$ cat config.mk
export PLATFORM = sky130hd
export DESIGN_NAME = shared_irq_ctrl
export DESIGN_NICKNAME = d
export VERILOG_FILES = /design/src/rtl/shared_irq_ctrl.sv
export SDC_FILE = /design/constraint.sdc
export NUM_CORES = 1
export LEC_CHECK = 0
export ABC_CLOCK_PERIOD_IN_PS = 2620
export BUFFER_PORTS_ARGS = -buffer_cell sky130_fd_sc_hd__buf_4
export CORE_ASPECT_RATIO = 1.4
export CORE_MARGIN = 2
export CORE_UTILIZATION = 43
export CTS_CLUSTER_SIZE = 14
export DETAILED_ROUTE_END_ITERATION = 12
export SLEW_MARGIN = 20
export SYNTH_ARGS = -nofsm -noshare
export SYNTH_HDL_FRONTEND = slang
export SYNTH_SLANG_ARGS = --single-unit
export TNS_END_PERCENT = 20
$ cat constraint.sdc
create_clock -name clk -period 2.62 [get_ports clk]
set_input_delay 0.393 -clock clk [delete_from_list [all_inputs] [get_ports clk]]
set_output_delay 0.393 -clock clk [all_outputs]
set_load 0.01 [all_outputs]
$ cat src/rtl/shared_irq_ctrl.sv
module shared_irq_ctrl #(
  parameter int NLINES     = 64,
  parameter int ID_BASE    = 32,
  parameter int FIXED_PRIO = 8'h80
) (
  input  logic              clk,
  input  logic              rst_n,
  input  logic [NLINES-1:0] irq_lines,
  input  logic              reg_wr,
  input  logic              reg_rd,
  input  logic [7:0]        reg_addr,
  input  logic [31:0]       reg_wdata,
  output logic [31:0]       reg_rdata,
  output logic              irq_out
);
  localparam int NID = ID_BASE + NLINES;
  localparam int LW  = (NLINES > 1) ? $clog2(NLINES) : 1;
  localparam logic [9:0] SPURIOUS = 10'd1023;
  localparam logic [7:0] A_DCTRL = 8'h00, A_CCTRL = 8'h04, A_PMR = 8'h08,
                         A_ACK = 8'h0C, A_EOI = 8'h10;

  logic              dist_en, cpu_en, act_v;
  logic [7:0]        pmr;
  logic [8:0]        act_id;
  logic [NLINES-1:0] en, pend, line_q, elig, rise;
  logic [7:0]        tgt [NLINES];
  logic              win_v, can_ack, ack_take, eoi_hit;
  logic [LW-1:0]     win_idx;
  logic [9:0]        ack_id;

  wire       is_seten = reg_addr[7:5] == 3'b010;
  wire       is_pend  = reg_addr[7:5] == 3'b011;
  wire       is_tgt   = reg_addr[7];
  wire [2:0] wsel     = reg_addr[4:2];
  wire [4:0] tsel     = reg_addr[6:2];

  assign rise = irq_lines & ~line_q;

  always_comb
    for (int i = 0; i < NLINES; i++) elig[i] = pend[i] & en[i] & tgt[i][0];

  always_comb begin
    win_v   = 1'b0;
    win_idx = '0;
    for (int i = NLINES - 1; i >= 0; i--)
      if (elig[i]) begin
        win_v   = 1'b1;
        win_idx = LW'(i);
      end
  end

  assign can_ack  = dist_en & cpu_en & (int'(pmr) > FIXED_PRIO) & win_v & ~act_v;
  assign irq_out  = can_ack;
  assign ack_id   = can_ack ? 10'(ID_BASE + int'(win_idx)) : SPURIOUS;
  assign ack_take = reg_rd & (reg_addr == A_ACK) & can_ack;
  assign eoi_hit  = reg_wr & (reg_addr == A_EOI) & act_v & (reg_wdata[8:0] == act_id);

  always_comb begin
    reg_rdata = '0;
    if (reg_addr == A_DCTRL)      reg_rdata[0] = dist_en;
    else if (reg_addr == A_CCTRL) reg_rdata[0] = cpu_en;
    else if (reg_addr == A_PMR)   reg_rdata[7:0] = pmr;
    else if (reg_addr == A_ACK)   reg_rdata[9:0] = ack_id;
    else if (is_seten || is_pend) begin
      for (int i = 0; i < NLINES; i++)
        if (int'(wsel) == (i + ID_BASE) / 32)
          reg_rdata[(i + ID_BASE) % 32] = is_seten ? en[i] : pend[i];
    end else if (is_tgt) begin
      for (int i = 0; i < NLINES; i++)
        if (int'(tsel) == (i + ID_BASE) / 4)
          reg_rdata[((i + ID_BASE) % 4) * 8 +: 8] = tgt[i];
    end
  end

  always_ff @(posedge clk or negedge rst_n) begin
    if (!rst_n) begin
      dist_en <= 1'b0;
      cpu_en  <= 1'b0;
      pmr     <= '0;
      en      <= '0;
      pend    <= '0;
      line_q  <= '0;
      act_v   <= 1'b0;
      act_id  <= '0;
      for (int i = 0; i < NLINES; i++) tgt[i] <= '0;
    end else begin
      line_q <= irq_lines;
      if (reg_wr && reg_addr == A_DCTRL) dist_en <= reg_wdata[0];
      if (reg_wr && reg_addr == A_CCTRL) cpu_en  <= reg_wdata[0];
      if (reg_wr && reg_addr == A_PMR)   pmr     <= reg_wdata[7:0];
      for (int i = 0; i < NLINES; i++) begin
        if (reg_wr && is_seten && int'(wsel) == (i + ID_BASE) / 32
            && reg_wdata[(i + ID_BASE) % 32])
          en[i] <= 1'b1;
        if (reg_wr && is_tgt && int'(tsel) == (i + ID_BASE) / 4)
          tgt[i] <= reg_wdata[((i + ID_BASE) % 4) * 8 +: 8];
        pend[i] <= rise[i] | (pend[i] &
                   ~((reg_wr && is_pend && int'(wsel) == (i + ID_BASE) / 32
                      && reg_wdata[(i + ID_BASE) % 32])
                     || (ack_take && int'(win_idx) == i)));
      end
      if (ack_take) begin
        act_v  <= 1'b1;
        act_id <= 9'(ID_BASE + int'(win_idx));
      end else if (eoi_hit) begin
        act_v <= 1'b0;
      end
    end
  end
endmodule


# == After elaboration in Yosys (flattened, before gate mapping) ==
# Index checks and enable logic that the tools add are counted.
# op_classes
addsub,1
eq_ne,88
n_shift,0
div,0
mux,333
magnitude_cmp,1
multipliers,0
n_bitwise,332
n_reduce_logical,286
# ops
cell,n
$mux W8,65
$mux W6,64
$logic_and A1 B1 Y1,218
$and A1 B1 Y1,201
$mux W1,196
$eq A6 B6 Y1 const B,32
$eq A6 B5 Y1 const B,16
$eq A5 B5 Y1 const B,16
$logic_or A1 B1 Y1,65
$not A1 Y1,65
$and A64 B64 Y64,1
$mux W32,2
$not A64 Y64,1
$or A1 B1 Y1,64
$mux W31,2
$eq A6 B4 Y1 const B,8
$eq A6 B3 Y1 const B,4
$mux W24,1
$mux W22,1
$mux W10,2
$eq A8 B4 Y1 const B,2
$eq A6 B2 Y1 const B,2
$eq A3 B2 Y1 const B,3
$eq A9 B9 Y1,1
other kinds (9),9
# word_totals
ff_bits,724
ram_bits,0
latch_bits,0
rom_bits,0
in_bits,108
mem_count,0

# == Longest topological paths before layout ==
# Gate-level depths: netlist of run 1.
# logic_depth
ltp_word,74
depth_mapped,12

# == Least setup slack after synthesis of run 1 ==
# No wires, ideal clock.
# synth_timing
path_kind,in2out
start,input port reg_addr[4]
end,output port reg_rdata[2]
cell_stages,9
path_slack_ns,-0.306
t_arrival_ns,2.533
required_time_ns,2.227
path_cell_list,clkbuf_1 -> or3b_2 -> nor2_1 -> clkbuf_1 -> a221oi_1 -> a211o_1 -> a211oi_1 -> a221oi_1 -> nor3_1
# synth_via
elab_chain_len,23
# synth_lines
element,line_no,source
"start, declared",11,"input logic [7:0] reg_addr,"
$eq A5 B5 Y1,70,if (int'(tsel) == (i + ID_BASE) / 4)
$mux W8 (16 in series),70,
$mux W32,68,end else if (is_tgt) begin
$mux W32,64,else if (is_seten || is_pend) begin
$mux W10,63,else if (reg_addr == A_ACK) reg_rdata[9:0] = ack_id;
$mux W8,62,else if (reg_addr == A_PMR) reg_rdata[7:0] = pmr;
$mux W31,61,else if (reg_addr == A_CCTRL) reg_rdata[0] = cpu_en;
$mux W31 *,60,if (reg_addr == A_DCTRL) reg_rdata[0] = dist_en;
"end, declared",13,"output logic [31:0] reg_rdata,"
# Every way passes the cells marked *; elsewhere a longest branch is shown, timed or not.

# == Worst setup path after layout of run 1 ==
# layout_timing
start,register tgt[104] in the netlist's numbering
end,output port reg_rdata[9]
# layout_via
elab_chain_len,59
# layout_lines
element,line_no,source
"start, declared",26,logic [7:0] tgt [NLINES];
"start signal, assigned by index",96,tgt[i] <= reg_wdata[((i + ID_BASE) % 4) * 8 +: 8];
$and A1 B1 Y1,40,for (int i = 0; i < NLINES; i++) elig[i] = pend[i] & en[i] & tgt[i][0];
$mux W1 (51 in series),46,if (elig[i]) begin
$and A1 B1 Y1 (2 in series),52,assign can_ack = dist_en & cpu_en & (int'(pmr) > FIXED_PRIO) & win_v & ~act_v;
$mux W10,54,assign ack_id = can_ack ? 10'(ID_BASE + int'(win_idx)) : SPURIOUS;
$mux W10,63,
$mux W24,62,
$mux W31,61,
$mux W31,60,
# No other way between the ends.

==> impl_results.md, run 1 <==
- Outcome: complete, but fails checks
- Failing checks: negative setup slack
- NetSw: a little over 9 mW
- Max cap viols: 0
- Row count: 120
- Post-route ant nets: 0
- First-iteration detailed-routing DRC count: approximately 2,500
- Overflow after GRT: 0
- Depth of the worst register-to-register path: 14
- Drt pass-1 iters: 8
- Area occupied by registers: 18,100 um^2
- Filler cells: between 6,000 and 7,000
- Top-area cell type share of the netlist area: a little over half
- Pins over their slew limit: 0
- Number of buffers added on ports: 140
- # nets final: ~3,500
- Pwr per Cell Area: approximately 700 nW/um^2
- Fin crit period: about 3700 ps
- Multi-input gate area: around 15,000 um^2
- Setup-failing EPs final: just over 100
- Worst setup SP type: flop
- Die Y: approximately 330 um
- CP Capture Type: output pin
- RSZ-0062 raised after global routing: true
- Syn Std Cell Area: around 33,000 um^2
- #FFs+latches synth: slightly above 700
- Final hold viol count: 0
- Via density: between 6 and 7
- Gate power share: about a quarter
- Maximum VDD drop: about 0.46 mV
- Max Buffers Root-to-Sink: 3
- Clock skew: roughly 21 ps
- Net Count, Synth: approximately 2,900
- Number of diodes: 0
- Async SR Flop Fraction: 100%
- Largest area contributor in the netlist: dfrtp_1
- WP data arrival: around 3300 ps
- Worst-Margin Slew: about 770 ps
- Sw Share: roughly 30%
- Worst Setup Path Type: flop to output pin
- DP Cell Count: between 4,000 and 5,000
- Largest net degree at the start of global routing: 99
- Clk Latency, worst-skew pair: between 600 and 700 ps
- Die Wd: roughly 240 um
- Final period utilization: 142%
- First-pass GRT wire length: around 190,000 um
- Clock share of power: between 30% and 40%
- Routed len/inst: 28.6 um
- # H-tree levels: 3
- Die area: between 70,000 and 80,000 um^2
- Rel. slew slack: about half
- Initial Util: between 40% and 50%
- Synth Flop Type: dfrtp_1
- Max FO, Critical Path: 3
- Overall routed net length: about 130,000 um
- Sequential area share after synthesis: 54.8%
- Final WS setup: -1100 ps
- Syn Inst Count: ~2,800
- Most numerous cell in the Yosys netlist: dfrtp_1
- Num CTS Buffers: 72
- Vias in the first global route: between 20,000 and 30,000
- Setup TNS: -35,710 ps
- Dpl ws: -625 ps
- Internal power: between 20 and 25 mW
- DPL Wire Length: ~91,000 um
- Pwr Total: a little over 30 mW
- Post-route DRC: 0
- GRT Resource Usage Total: about 32%
- Synthesized area per cell: between 10 and 15 um^2
- Hold path depth: 3
- Placer Congestion: around 1.0
- Yosys warns: 0
- Core footprint: 76,100 um^2
- FMAX: 269 MHz
- Fin cells: about 4,500
- Clk slew on worst S/H paths: 60 ps
- CTS sink cnt: slightly above 700
- CTS tree: done
- Synth top area cells: dfrtp_1 (55%), mux2_2 (18%), a22oi_1 (2.8%), nand2_1 (2.4%), mux2i_1 (2.1%)
- Synth cell count leaders: dfrtp_1 (722), mux2_2 (527), nand2_1 (210)
- Sequential power share: between 40% and 50%
- CP required: about 2200 ps
- Hold WC Path Type: input port to flop
- I/O pin total: around 140
- Share of layout cells above drive strength 1: between 40% and 50%
- Routed vias: around 27,000
- Initial antenna violation count: 2
- Post-synth EDFFs: 0
- Clock root cell: clkbuf_16
- Area added between synthesis and finish: 34.6%
- Fin util: between 50% and 60%
- Synth cell types: 71
- Leak Pwr: roughly 21 nW
final timing paths:
path                                       from               endpoint  slack, ps
max                        tgt[104]$_DFFE_PN0P_           reg_rdata[9]      -1100
min                                      reg_rd  act_id[5]$_DFFE_PN0P_         80
max reg2reg                 tgt[16]$_DFFE_PN0P_      pend[4]$_DFF_PN0_       -540
min reg2reg                line_q[59]$_DFF_PN0_     pend[59]$_DFF_PN0_        420
max in group asynchronous                 rst_n    tgt[60]$_DFFE_PN0P_       1300
min in group asynchronous                 rst_n   line_q[34]$_DFF_PN0_        250
through the flow:
| step | instance area [um^2] | hold WS (ps) |
|---|---|---|
| after global routing | 44300 | 99.8 |
| final | 44300 | 83.1 |
| after detailed placement | 39700 | 360 |
| after CTS | 43700 | 69.3 |
| after global placement | 39700 | 358 |
| after floorplan | 33100 | 97.4 |
routing by layer:
layer / global-route usage (%) / part of all wire, %
met1: 38.6 / 38
met2: 54.6 / 49
met3: 3.96 / 5.3
met4: 20.9 / 7.3
met5: 0 / 0
power groups by stage:
stage | combinational, mW | sequential (mW) | clock [mW]
6_report | 7.62 | 13.2 | 10.4
3_5_place_dp | 6.24 | 13.3 | 0
3_3_place_gp | 6.11 | 13.2 | 0
5_1_grt | 7.93 | 13.3 | 10.9
2_1_floorplan | 2.70 | 13.1 | 0
4_1_cts | 6.95 | 13.1 | 10.5
cell families after synthesis:
group	count (synthesis)	share of synthesized area, %
simple gates	583	8.76
xor+xnor	7	0.186
mux	602	20.5
buf+inv	276	3.25
flops	722	54.8
compound gates	573	12.5
layout by cell type (no fill, tap or decap), types with 54 or more instances in the layout:
cell             n
buf_4          624
a22oi_1        112
a21o_1          65
mux2i_1         69
clkbuf_16       73
nand3_1         81
dlygate4sd3_1   65
nand2_1        199
buf_12          73
mux2_2         526
dfrtp_1        711
o22ai_1         78
inv_1           54
sequential cells by signal (all words and copies together), names as in the netlist:
name	flops
pend	64
act_id	7
cpu_en	1
tgt	512
act_v	1
pmr	8
dist_en	1
en	64
line_q	64
what timing repair did:
action	CTS	global route
setup endpoints to repair	103	104
resized for setup	182	123
cloned	1	0
hold buffers	65	0
endpoints found under the hold margin	119	0
setup buffers	26	18
pin swaps	53	54
critical path, stage by stage (launching register included):
cell and delay, ps:
dfrtp_1 400, nand3_1 130, nand2_2 130, buf_4 170
buf_4 130, or4_4 590, or3_4 460, and2_4 160
o21a_1 190, a21oi_2 150, buf_4 140
cell type report:
| cell class | count | share of cell area (%) |
|---|---|---|
| sequential | 722 | 40.8 |
| multi-input combinational | 1765 | 34.1 |
| timing repair buffer | 811 | 16.7 |
| clock buffer | 99 | 4.58 |
| tap | 976 | 2.75 |
| clock inverter | 24 | 0.649 |
| inverter | 54 | 0.457 |
No activity file was read; power rests on OpenSTA's default activity.
==> inputs of run 2 (changes only) <==
--- a/config.mk
+++ b/config.mk
@@ -5,11 +5,11 @@
 export SDC_FILE = /design/constraint.sdc
 export NUM_CORES = 1
 export LEC_CHECK = 0
-export ABC_CLOCK_PERIOD_IN_PS = 2620
+export ABC_CLOCK_PERIOD_IN_PS = 3700
 export BUFFER_PORTS_ARGS = -buffer_cell sky130_fd_sc_hd__buf_4
 export CORE_ASPECT_RATIO = 1.4
 export CORE_MARGIN = 2
-export CORE_UTILIZATION = 43
+export CORE_UTILIZATION = 40
 export CTS_CLUSTER_SIZE = 14
 export DETAILED_ROUTE_END_ITERATION = 12
 export SLEW_MARGIN = 20
==> constraint.sdc (replaced) <==
create_clock -name clk -period 3.7 [get_ports clk]
set_input_delay 0.555 -clock clk [delete_from_list [all_inputs] [get_ports clk]]
set_output_delay 0.555 -clock clk [all_outputs]
set_load 0.01 [all_outputs]
==> run 2 against run 1 <==
The run still ends with negative setup slack left. Global-route usage down 4.0 points. Setup slack better by 1000 ps. Critical path depth shrank 1. Final cell count is 8.4% lower. Flip-flop and latch count stayed put. Combinational power fell by 51%. Routed wire length shrank 5.9%. Clock skew is 6.3 ps lower. Largest power group unchanged. Via count decreased by 7.0%. Power shrank 35%. First-iteration DRC count is 5.6% lower. Clock power decreased by 31%.
==> impl_results.md, run 2 (same netlist as run 1, synthesis figures left out) <==
- Largest stage delay, worst path: 640 ps (+50 ps)
- CTS sink cnt: 722 (unchanged)
- Clock root cell: clkbuf_16
- Fin util: 48.0% (-10 points)
- Num CTS Buffers: 71 (-1.4%)
- CP required: 3140 ps (+910 ps)
- Max cap viols: 0 (unchanged)
- Fin crit period: 3770 ps
- Most common cell after layout, fill and taps aside: dfrtp_1
- Leak Pwr: 18.4 nW (-13%)
- Pwr per Cell Area: 516 nW/um^2 (-27%)
- Die Y: 344 um (+3.6%)
- Overall routed net length: 120,000 um (-5.9%)
- Post-route DRC: 0 (unchanged)
- Die area: 84,700 um^2 (+7.4%)
- Worst-Margin Slew: 741 ps (-26.2 ps)
- Die Wd: 247 um (+3.6%)
- Share of layout cells above drive strength 1: 36.2% (-10 points)
- Max FO, Critical Path: 4 (+1)
- Routed len/inst: 29.4 um (+2.7%)
- I/O pin total: 141 (unchanged)
- Routed vias: 24,944 (-7.0%)
- # H-tree levels: 3 (unchanged)
- Placer Congestion: 0.918 (-10%)
- Max FFs per register: 512 (unchanged)
- Final period utilization: 102%
- Vias in the first global route: 25,689 (-9.7%)
- CP Capture Type: output pin
- Failing checks: negative setup slack
- Area added between synthesis and finish: 19.0%
- Setup-failing EPs final: 4 (-96%)
- Critical path's top delay family: simple AND/OR/NAND/NOR gates
- Pins over their slew limit: 0 (unchanged)
- First-iteration detailed-routing DRC count: 2,358 (-5.6%)
- Outcome: complete, but fails checks
- CP Cell Sequence: nand3_2 > nand4_1 > or4_4 > or3_4 > and2_4 > o21a_1 > a21oi_2 > buf_4 > buf_6
- Worst Setup Path Type: flop to output pin
- Initial antenna violation count: 3 (+1)
- First-pass GRT wire length: 175,000 um (-6.9%)
- Most frequent cells in the layout: dfrtp_1 (714), mux2_2 (527), buf_4 (299)
- Worst setup SP type: flop
- Core footprint: 81,600 um^2 (+7.2%)
- Row count: 124 (+3.3%)
- Post-route ant nets: 0 (unchanged)
- Critical-path top delay cell: or4_4
- Rel. slew slack: 50.6% (+1.9 points)
- Drt pass-1 iters: 8 (unchanged)
- Biggest register: tgt
- Clk slew on worst S/H paths: 60 ps (about the same)
- Worst hold margin: 30.1 ps (-53.0 ps)
- Via density: 6.12 (+1.6%)
- Maximum VDD drop: 0.477 mV (+3.2%)
- Largest net degree at the start of global routing: 122 (+23%)
- Hold WC Path Type: input port to flop
- CTS tree: done
- Max Buffers Root-to-Sink: 3 (unchanged)
- Initial Util: 40.4% (-2.9 points)
- Overflow after GRT: 0 (unchanged)
- WP data arrival: 3220 ps (-110 ps)
- DPL Wire Length: 84,300 um (-7.7%)
- Final WS setup: -71.7 ps (+1030 ps)
- FMAX: approximately 270 MHz
- Final hold viol count: 0 (unchanged)
- Clock skew: 14.7 ps (-6.28 ps)
- Clk Latency, worst-skew pair: 640 ps (about the same)
- # nets final: 3,065 (-13%)
- WP buf/inv: 2 (-1)
- GRT Resource Usage Total: 28.2% (-4.0 points)
- Number of buffers added on ports: 140 (unchanged)
- RSZ-0062 raised after global routing: true
-- run 2: cell types whose count changed in the layout (fill, tap and decap cells not counted), sizes merged --
cell         previous run  this run
buf                   744       342
dlygate4sd3            65         1
diode                   0         3
clkinv                 14        12
bufbuf                  1         0
bufinv                  2         1
clkinvlp                3         2
inv                    59        58
-- run 2: area by class of cell --
type                    instances  area [um^2]
fillers                      7307        42400
flip-flops and latches        722        18100
multi-input cells            1765        14300
repair buffers                343         3050
clock buffers                 100         2050
well taps                    1071         1340
inverters                      54          203
clock inverters                19          185
diodes                          3         7.51
-- run 2: report_power, final --
group | switching [mW] | internal (mW) | total (mW)
sequential | 0.618 | 8.78 | 9.40
combinational | 2.09 | 1.61 | 3.70
clock | 3.18 | 3.94 | 7.13
total | 5.89 | 14.3 | 20.2
-- run 2: final timing paths --
check,endpoint,cells past startpoint,slack (ps),from
setup reg to reg,pend[37]$_DFF_PN0_,10,490,tgt[304]$_DFFE_PN0P_
setup / recovery,reg_rdata[9],9,-70,pend[54]$_DFF_PN0_
hold reg to reg,pend[55]$_DFF_PN0_,1,420,line_q[55]$_DFF_PN0_
hold / removal,line_q[34]$_DFF_PN0_,1,30,irq_lines[34]
max in group asynchronous,en[17]$_DFFE_PN0P_,4,1950,rst_n
min in group asynchronous,tgt[473]$_DFFE_PN0P_,2,380,rst_n
-- run 2: metrics by stage --
stage          std cells  power, mW  area (um^2)  worst slack [ps]  setup TNS (ps)
2_1_floorplan       2763       11.2        32900               450               0
4_1_cts             4072       20.2        39000              -218           -1120
6_report            4077       20.2        39200             -71.7            -191
5_1_grt             4075       20.9        39200              -141            -480
3_5_place_dp        3949       13.1        36600             -12.3           -21.8
3_3_place_gp        3949       12.9        36600             -16.9           -16.9
-- run 2: repair_timing --
item	in CTS	in global routing
gates resized for setup	30	52
hold buffers	1	0
pin swaps	5	12
setup endpoints to repair	13	22
setup buffers	3	2
hold endpoints to repair	31	0
-- run 2: layer usage --
metal	GRT usage, %	vias up	share of wire [%]
li1	-	10602	-
met1	33.8	13000	39
met2	48.7	1037	50
met3	4.14	305	5.7
met4	15.3	0	5.9
met5	0	-	0
==> inputs of run 3 (changes only) <==
--- a/config.mk
+++ b/config.mk
@@ -12,6 +12,7 @@
 export CORE_UTILIZATION = 40
 export CTS_CLUSTER_SIZE = 14
 export DETAILED_ROUTE_END_ITERATION = 12
+export REMOVE_ABC_BUFFERS = 1
 export SLEW_MARGIN = 20
 export SYNTH_ARGS = -nofsm -noshare
 export SYNTH_HDL_FRONTEND = slang
==> run 3 against run 2 <==
The flow still finishes with violations (negative setup slack). Global-route usage rose by 2.5 points. Largest cell class unchanged. Combinational power rose by 6.2%. Die area unchanged. Clock power grew 6.2%. Flip-flop and latch count is the same. Register-to-register slack worse by 260 ps. Final cell count increased by 0.64%.
==> impl_results.md, run 3 (same netlist as run 1, synthesis figures left out) <==
- Routing usage on met2: 52.0% (+3.3 points)
- Worst Setup Path Type: flop to output pin
- Post-route ant nets: 0 (unchanged)
- Row count: 124 (unchanged)
- Clk Latency, worst-skew pair: 660 ps (+20 ps)
- Worst hold margin: 13.1 ps (-17.1 ps)
- Pwr per Cell Area: 529 nW/um^2 (+2.5%)
- Most frequent cells in the layout: dfrtp_1 (717), mux2_2 (527), buf_4 (314)
- Worst-Margin Slew: 982 ps (+241 ps)
- Post-route DRC: 0 (unchanged)
- CP Capture Type: output pin
- Critical path's top delay family: simple AND/OR/NAND/NOR gates
- CTS sink cnt: 722 (unchanged)
- Hold WC Path Type: input port to flop
- CP required: 3140 ps (about the same)
- Most common cell after layout, fill and taps aside: dfrtp_1
- Routed vias: 25,493 (+2.2%)
- Maximum VDD drop: 0.390 mV (-18%)
- Overall routed net length: 130,000 um (+8.7%)
- Failing checks: negative setup slack
- Rel. slew slack: 34.5% (-16 points)
- Die area: 84,700 um^2 (unchanged)
- Fin crit period: 3880 ps (+108 ps)
- Global routing's busiest layer: met2
- Met3 usage: 4.11% (-0.031 points)
- I/O pin total: 141 (unchanged)
- Die Wd: 247 um (unchanged)
- # H-tree levels: 3 (unchanged)
- Clk slew on worst S/H paths: 60 ps (about the same)
- Hold path depth: 1 (unchanged)
- Clock root cell: clkbuf_16
- Share of layout cells above drive strength 1: 36.1% (-0.092 points)
- Routed len/inst: 31.7 um (+8.1%)
- WP data arrival: 3320 ps (+100 ps)
- Num CTS Buffers: 73 (+2.8%)
- Met1 GRT Util: 37.0% (+3.2 points)
- GRT Resource Usage Total: 30.7% (+2.5 points)
- Fin util: 48.4% (+0.40 points)
- Setup-failing EPs final: 5 (+1)
- Area occupied by registers: 18,100 um^2 (about the same)
- Area added between synthesis and finish: 20.0%
- Clock skew: 19.6 ps (+4.89 ps)
- Depth of the worst register-to-register path: 9 (-1)
- Initial Util: 40.4% (unchanged)
- Largest net degree at the start of global routing: 103 (-16%)
- Outcome: complete, but fails checks
- Max FO, Critical Path: 4 (unchanged)
- Setup TNS: -500 ps (-309 ps)
- DP Cell Count: 3,946 (-0.076%)
- Max FFs per register: 512 (unchanged)
- Dpl ws: -226 ps (-214 ps)
- Biggest register: tgt
- Pins over their slew limit: 0 (unchanged)
- DP Area: 36,600 um^2 (about the same)
- Multi-input gate area: 14,300 um^2 (+0.15%)
- First-iteration detailed-routing DRC count: 2,516 (+6.7%)
- Fin cells: 4,103 (+0.64%)
- CP most frequent cell: buf_6
- Final WS setup: -180 ps (-108 ps)
- Max cap viols: 0 (unchanged)
- Core footprint: 81,600 um^2 (unchanged)
- Max Buffers Root-to-Sink: 3 (unchanged)
- # nets final: 3,087 (+0.72%)
- Overflow after GRT: 0 (unchanged)
- Largest stage delay, worst path: 600 ps (-40 ps)
- Die Y: 344 um (unchanged)
- Via density: 6.21 (+1.6%)
- Final period utilization: 105% (+2.9 points)
- WP buf/inv: 2 (unchanged)
- Number of buffers added on ports: 140 (unchanged)
- CTS tree: done
- Pwr Total: 20.9 mW (+3.4%)
- RSZ-0062 raised after global routing: true
- Drt pass-1 iters: 7 (-1)
- Levels on crit path: 9 (unchanged)
- DPL Wire Length: 91,200 um (+8.2%)
- Initial antenna violation count: 1 (-2)
- Final hold viol count: 0 (unchanged)
- Leak Pwr: 18.5 nW (+0.81%)
- First-pass GRT wire length: 187,000 um (+7.2%)
- Critical-path top delay cell: or4_4
- Filler cells: 7,365 (+0.79%)
- FMAX: 258 MHz (-2.8%)
- Placer Congestion: 0.972 (+5.8%)
- CP Cell Sequence: nand3_2 > nand4_1 > or4_4 > or3_4 > and2_4 > o21a_4 > a21oi_4 > buf_6 > buf_6
- Worst setup SP type: flop
- Final Instance Area: 39,500 um^2 (+0.84%)
- Vias in the first global route: 26,368 (+2.6%)
==> run 3: worst reg2reg max path: stages (launching register included) <==
cell and delay (ps):
dfrtp_1 460, nand3_1 260, nand4_1 220, or3_1 480, o21ai_0 340, buf_4 180, nor2_1 40, o32a_1 590
or4_1 580, o22a_1 190
==> run 3: report_power, final <==
group          switching (mW)  internal, mW
Sequential              0.628          8.78
Combinational            2.27          1.67
Clock                    3.32          4.25
==> run 3: final cells by class <==
type | instances | share of cell area, %
diodes | 2 | 0.0127
clock buffers | 98 | 5.14
clock inverters | 28 | 0.902
inverters | 54 | 0.513
multi-input cells | 1765 | 36.2
flip-flops and latches | 722 | 45.7
well taps | 1071 | 3.39
repair buffers | 363 | 8.11
==> run 3: worst paths after layout <==
| check | startpoint | to | slack [ps] |
|---|---|---|---|
| max | en[54]$_DFFE_PN0P_ | reg_rdata[8] | -180 |
| min | irq_lines[10] | line_q[10]$_DFF_PN0_ | 10 |
| max reg2reg | tgt[280]$_DFFE_PN0P_ | pend[4]$_DFF_PN0_ | 230 |
| min reg2reg | line_q[63]$_DFF_PN0_ | pend[63]$_DFF_PN0_ | 420 |
| max in group asynchronous | rst_n | en[51]$_DFFE_PN0P_ | 2050 |
| min in group asynchronous | rst_n | tgt[392]$_DFFE_PN0P_ | 450 |
==> run 3: routing by layer <==
| metal | vias to the layer above | part of all wire (%) |
|---|---|---|
| met3 | 334 | 5.8 |
| met4 | 0 | 6.8 |
| met5 | - | 0 |
| li1 | 10648 | - |
| met1 | 13395 | 38 |
| met2 | 1116 | 49 |
==> run 3: repair_timing <==
item,in CTS,in global routing
endpoints found under the setup margin,13,10
hold endpoints to repair,51,0
resized for setup,55,13
pin swaps,11,5
buffers inserted,14,5
hold buffers,10,0
